## src/rtl/gpev_pkg.sv

```systemverilog
package gpev_pkg;

    typedef enum logic [1:0] {
        EV_LEVEL = 2'd0,
        EV_EDGE  = 2'd1,
        EV_OFF   = 2'd2,
        EV_BOTH  = 2'd3
    } ev_mode_e;

    typedef struct packed {
        ev_mode_e mode;
        logic     inv;
    } pad_cfg_t;

    localparam int unsigned W_ISTS    = 0;
    localparam int unsigned W_IEN     = 1;
    localparam int unsigned W_WSTS    = 2;
    localparam int unsigned W_WEN     = 3;
    localparam int unsigned W_CFGBASE = 8;

endpackage

```

## src/rtl/gpev_sync.sv

```systemverilog
module gpev_sync #(
    parameter int unsigned N = 24
) (
    input  logic         clk_i,
    input  logic         rst_ni,
    input  logic [N-1:0] raw_i,
    output logic [N-1:0] cur_o,
    output logic [N-1:0] prv_o
);
    typedef struct packed {
        logic [N-1:0] s1;
        logic [N-1:0] s2;
        logic [N-1:0] prv;
    } sync_t;

    sync_t d, q;

    always_comb begin
        d     = q;
        d.s1  = raw_i;
        d.s2  = q.s1;
        d.prv = q.s2;
    end

    always_ff @(posedge clk_i) begin
        if (!rst_ni) q <= '0;
        else         q <= d;
    end

    assign cur_o = q.s2;
    assign prv_o = q.prv;
endmodule

```

## src/rtl/gpev_detect.sv

```systemverilog
module gpev_detect
    import gpev_pkg::*;
#(
    parameter int unsigned N = 24
) (
    input  pad_cfg_t [N-1:0] cfg_i,
    input  logic     [N-1:0] cur_i,
    input  logic     [N-1:0] prv_i,
    output logic     [N-1:0] hit_o
);
    for (genvar p = 0; p < N; p++) begin : g_pad
        logic now_q, was_q;
        assign now_q = cur_i[p] ^ cfg_i[p].inv;
        assign was_q = prv_i[p] ^ cfg_i[p].inv;
        always_comb begin
            unique case (cfg_i[p].mode)
                EV_LEVEL: hit_o[p] = now_q;
                EV_EDGE:  hit_o[p] = now_q & ~was_q;
                EV_BOTH:  hit_o[p] = now_q ^ was_q;
                default:  hit_o[p] = 1'b0;
            endcase
        end
    end
endmodule

```

## src/rtl/gpev_core.sv

```systemverilog
module gpev_core
    import gpev_pkg::*;
#(
    parameter int unsigned GRP_PADS  = 24,
    parameter int unsigned IMPL_PADS = 20,
    parameter int unsigned ADDR_W    = 6
) (
    input  logic                clk_i,
    input  logic                rst_ni,
    input  logic [GRP_PADS-1:0] pad_i,
    input  logic [GRP_PADS-1:0] sci_route_i,
    input  logic                reg_we_i,
    input  logic [ADDR_W-1:0]   reg_addr_i,
    input  logic [31:0]         reg_wdata_i,
    output logic [31:0]         reg_rdata_o,
    output logic                irq_o,
    output logic                wake_o
);
    localparam int unsigned CFG_W = $bits(pad_cfg_t);

    function automatic logic [GRP_PADS-1:0] impl_mask();
        logic [GRP_PADS-1:0] m;
        for (int i = 0; i < GRP_PADS; i++) m[i] = (i < IMPL_PADS);
        return m;
    endfunction

    localparam logic [GRP_PADS-1:0] LIVE = impl_mask();

    typedef struct packed {
        logic     [GRP_PADS-1:0] ists;
        logic     [GRP_PADS-1:0] ien;
        logic     [GRP_PADS-1:0] wsts;
        logic     [GRP_PADS-1:0] wen;
        pad_cfg_t [GRP_PADS-1:0] cfg;
        logic                    irq;
        logic                    wake;
    } state_t;

    state_t st_d, st_q;

    logic [GRP_PADS-1:0] cur, prv, hit;
    logic [GRP_PADS-1:0] wr_bits;
    logic                wr_ists, wr_ien, wr_wsts, wr_wen;

    gpev_sync #(.N(GRP_PADS)) u_sync (
        .clk_i (clk_i),
        .rst_ni(rst_ni),
        .raw_i (pad_i),
        .cur_o (cur),
        .prv_o (prv)
    );

    gpev_detect #(.N(GRP_PADS)) u_det (
        .cfg_i(st_q.cfg),
        .cur_i(cur),
        .prv_i(prv),
        .hit_o(hit)
    );

    assign wr_bits = reg_wdata_i[GRP_PADS-1:0];
    assign wr_ists = reg_we_i && (reg_addr_i == ADDR_W'(W_ISTS));
    assign wr_ien  = reg_we_i && (reg_addr_i == ADDR_W'(W_IEN));
    assign wr_wsts = reg_we_i && (reg_addr_i == ADDR_W'(W_WSTS));
    assign wr_wen  = reg_we_i && (reg_addr_i == ADDR_W'(W_WEN));

    always_comb begin
        st_d = st_q;
        // sticky status: write-1 clears, a same-cycle event wins
        st_d.ists = ((st_q.ists & ~(wr_ists ? wr_bits : '0)) | hit) & LIVE;
        st_d.wsts = ((st_q.wsts & ~(wr_wsts ? wr_bits : '0)) | hit) & LIVE;
        if (wr_ien) st_d.ien = wr_bits & LIVE;
        if (wr_wen) st_d.wen = wr_bits & LIVE;
        for (int p = 0; p < IMPL_PADS; p++) begin
            if (reg_we_i && reg_addr_i == ADDR_W'(W_CFGBASE + p)) begin
                st_d.cfg[p].mode = ev_mode_e'(reg_wdata_i[1:0]);
                st_d.cfg[p].inv  = reg_wdata_i[2];
            end
        end
        st_d.irq  = |(st_q.ists & st_q.ien);
        st_d.wake = |(st_q.wsts & st_q.wen & ~sci_route_i);
    end

    always_ff @(posedge clk_i) begin
        if (!rst_ni) begin
            st_q <= '0;
            for (int p = 0; p < GRP_PADS; p++) begin
                st_q.cfg[p].mode <= (p < IMPL_PADS) ? EV_OFF : EV_LEVEL;
            end
        end else begin
            st_q <= st_d;
        end
    end

    always_comb begin
        reg_rdata_o = '0;
        if (reg_addr_i == ADDR_W'(W_ISTS))      reg_rdata_o[GRP_PADS-1:0] = st_q.ists;
        else if (reg_addr_i == ADDR_W'(W_IEN))  reg_rdata_o[GRP_PADS-1:0] = st_q.ien;
        else if (reg_addr_i == ADDR_W'(W_WSTS)) reg_rdata_o[GRP_PADS-1:0] = st_q.wsts;
        else if (reg_addr_i == ADDR_W'(W_WEN))  reg_rdata_o[GRP_PADS-1:0] = st_q.wen;
        else begin
            for (int p = 0; p < IMPL_PADS; p++) begin
                if (reg_addr_i == ADDR_W'(W_CFGBASE + p)) begin
                    reg_rdata_o[CFG_W-1:0] = {st_q.cfg[p].inv, st_q.cfg[p].mode};
                end
            end
        end
    end

    assign irq_o  = st_q.irq;
    assign wake_o = st_q.wake;

    logic [GRP_PADS-1:0] int_sts, int_en, wk_sts, wk_en;
    assign int_sts = st_q.ists;
    assign int_en  = st_q.ien;
    assign wk_sts  = st_q.wsts;
    assign wk_en   = st_q.wen;
endmodule

```

## config.mk

```make
export PLATFORM = sky130hd
export DESIGN_NAME = gpev_core
export DESIGN_NICKNAME = d
export VERILOG_FILES = /design/src/rtl/gpev_pkg.sv /design/src/rtl/gpev_sync.sv /design/src/rtl/gpev_detect.sv /design/src/rtl/gpev_core.sv
export SDC_FILE = /design/constraint.sdc
export NUM_CORES = 1
export LEC_CHECK = 0
export BUFFER_PORTS_ARGS = -buffer_cell sky130_fd_sc_hd__buf_4
export CAP_MARGIN = 20
export CORE_MARGIN = 4
export CORE_UTILIZATION = 30
export DETAILED_ROUTE_END_ITERATION = 6
export PLACE_DENSITY = 0.57
export SLEW_MARGIN = 20
export SYNTH_ARGS = -nofsm -noshare
export SYNTH_HDL_FRONTEND = slang
export SYNTH_HIERARCHICAL = 1
export SYNTH_SLANG_ARGS = --single-unit
```

## constraint.sdc

```tcl
create_clock -name clk_i -period 2 [get_ports clk_i]
set_input_delay 0.4 -clock clk_i [delete_from_list [all_inputs] [get_ports clk_i]]
set_output_delay 0.4 -clock clk_i [all_outputs]
set_load 0.05 [all_outputs]
```

==> flow_results.org <==
** Clock network
- Number of levels in the clock H-tree :: 1
- The clock passes through at most 3 buffers.
- Number of CTS-inserted buffers :: 22
- CTS Sinks :: 202
- Number of hold buffers added after CTS :: 0
- TritonCTS built the clock tree.
- Clock tree synthesis selected as its root buffer the cell clkbuf_16.
- For the worst-skew pair, the clock arrives at the later sink with an insertion delay of ~500 ps.
- CTS clk-pin slew, worst paths :: 60 ps

** Worst setup path
- STA classifies the critical path startpoint as a flip-flop.
- Data on the critical path is required at its endpoint by 1600 ps.
- Along the worst path, the maximum fanout reaches 2.
- R2R setup slack :: 290 ps
- R2R depth :: 5
- FF-to-FF End :: wk_sts[8]$_SDFF_PN0_
- Critical path start-end classification :: flip-flop to output port
- The worst setup path is captured at an output port.
- Critical path data arrival time :: 2210 ps
- In this run the critical register-to-register path is launched from st_q[26]$_SDFFE_PN0P_.

** Synthesis
- Synth warn :: 6
- Synthesized netlist cell count :: 1,127
- Synthesized cell area :: 9860 um2
- Syn Area/Cell :: 8.75 um2

** Outcome
- The final reports fail on setup timing.
- The flow ran to the end, but the final reports show violations.

** Hold path
- Hold_sp :: pad_i[10]
- Type of the tightest min-delay check :: input port to flip-flop
- Cell depth of the worst hold path :: 2
- The path with the worst hold slack has its endpoint at u_sync/d[34]$_SDFF_PN0_.

** Power
- Static Leak :: just under 5 nW
- In this run the power density over the cells is between 700 and 800 nW/um2.
- Across the VDD grid, the largest voltage drop is 0.000527 V.

** Timing
- Minimum clock period :: roughly 2600 ps
- Of the available clock period, the critical path in the final layout requires 130%.
- The worst pin sits at a relative slew slack of 58.6%.
- Setup violations remaining at the end of the flow were counted as 20.
- Min setup slack post-route :: -607 ps
- Highest clock rate :: 384 MHz
- Setup repair after global routing missed its margin :: true
- The final count of pins violating max slew came to 0.
- Final hold violation count :: 0
- Worst clock skew :: about 12 ps
- At the pin with the least slew margin, the transition time is 621 ps.

** Drt
- Final antenna-violating net count :: 0
- After detailed routing, the number of vias per cell comes to 4.95.
- Detailed-routing iteration count for the pre-antenna-repair pass :: 5
- DRC viols :: 0
- The final route contains 8,524 vias.
- In the final routed layout, each cell accounts on average for 17.8 um.
- Detailed Route Iter0 Violations :: 583
- Routed wire length :: a little over 30,000 um

** Floorplan
- Die Y-Extent :: 189 um
- Die boundary width :: 189 um
- The core region is 32,500 um2.
- Initial cell density of the core :: 30.4%
- The floorplan step defined a die boundary enclosing 35,800 um2.
- For this design the top-level I/O count stands at between 100 and 150.
- Row Count :: 66

** Layout
- Final design instance area without fill :: 13,000 um2
- The area growth from synthesis to layout is 31.7%.
- 0 antenna diodes ended up in the layout.
- After the last flow step, the layout net total stands at 1,375.
- Util after Layout :: between 40% and 50%
- In the final layout, the share of cells above drive strength 1 is 31.9%.
- Most frequent standard cell in the layout excluding fill and tap cells :: nand2_1
- Highest-count cells in the layout ignoring fill and taps :: 207 x nand2_1, 188 x dfxtp_1, 163 x buf_4

** Placement
- Detail Placement HPWL :: ~21,000 um
- Number of buffer cells added on primary ports :: 90
- Area of placed instances :: 11,600 um2
- At the end of routability-driven placement, the weighted congestion stood at ~0.9.

** GRT
- The number of global-route vias before repair is between 8,000 and 9,000.
- Pin count of the biggest net entering global routing :: 103
- The first global-routing pass estimated 46,500 um of wire.
- Global routing used 16.3% of the available tracks.
- Grt ovf :: 0
- Number of antenna violations at the first check in global routing :: 0

** Run
- Number of maximum-capacitance violations :: 0
## where the power goes
part | switching, mW | total, mW | internal [mW]
clock network | 1.59 | 4.12 | 2.53
logic | 0.475 | 0.874 | 0.399
registers | 0.0285 | 4.11 | 4.08
## metrics by stage
step           power, mW  setup WS (ps)  setup TNS (ps)  hold slack [ps]  instances
2_1_floorplan       4.67           -394            -858              426       1138
3_3_place_gp        4.97           -508          -23670              427       1666
3_5_place_dp        4.98           -499          -25630              433       1666
4_1_cts             9.19           -635           -4780             99.3       1717
5_1_grt             9.45           -652           -5580              101       1721
6_report            9.10           -607           -4710              123       1721
## layer usage
layer	part of all wire, %	track usage, %	vias to the layer above
li1	-	-	4152
met1	46	22.6	4088
met2	46	27.0	251
met3	6.0	2.77	33
met4	1.5	3.06	0
met5	0	0	-
## flip-flops by register name (all words and copies together), names as in the netlist
register and cells:
int_en 20, int_sts 20, irq_o 1, st_q 60, u_sync/cur_o 20, u_sync/d 20, u_sync/prv_o 20, wake_o 1
wk_en 20, wk_sts 20
## what timing repair did
item,CTS,global route
resized for setup,91,32
pin swaps,12,18
buffers inserted,11,3
cloned,3,2
setup endpoints to repair,20,30
## worst max-delay path by stage
stage | endpoint | cells after the start | start
floorplan | reg_rdata_o[2] | 6 | reg_addr_i[5]
global placement | reg_rdata_o[0] | 8 | reg_addr_i[0]
detailed placement | reg_rdata_o[2] | 6 | reg_addr_i[5]
CTS | reg_rdata_o[2] | 6 | st_q[11]$_SDFFE_PN0P_
global route | reg_rdata_o[2] | 6 | st_q[11]$_SDFFE_PN0P_
finish | reg_rdata_o[2] | 6 | st_q[11]$_SDFFE_PN0P_
## final cells by class
type	instances	area, um2
Clock buffer	34	667
Timing Repair Buffer	215	2120
Inverter	4	15.0
Clock inverter	3	65.1
Multi-Input combinational cell	821	5510
Fill cell	3223	19500
Sequential cell	202	4070
Tap cell	442	553
## worst max-delay path, stage by stage (launching register included)
cell      delay (ps)
dfxtp_2          320
mux4_2           490
nand2b_4         100
a21oi_2           50
o211ai_1         310
o311ai_4         220
buf_6            210
Power figures use the tool's default switching activity.
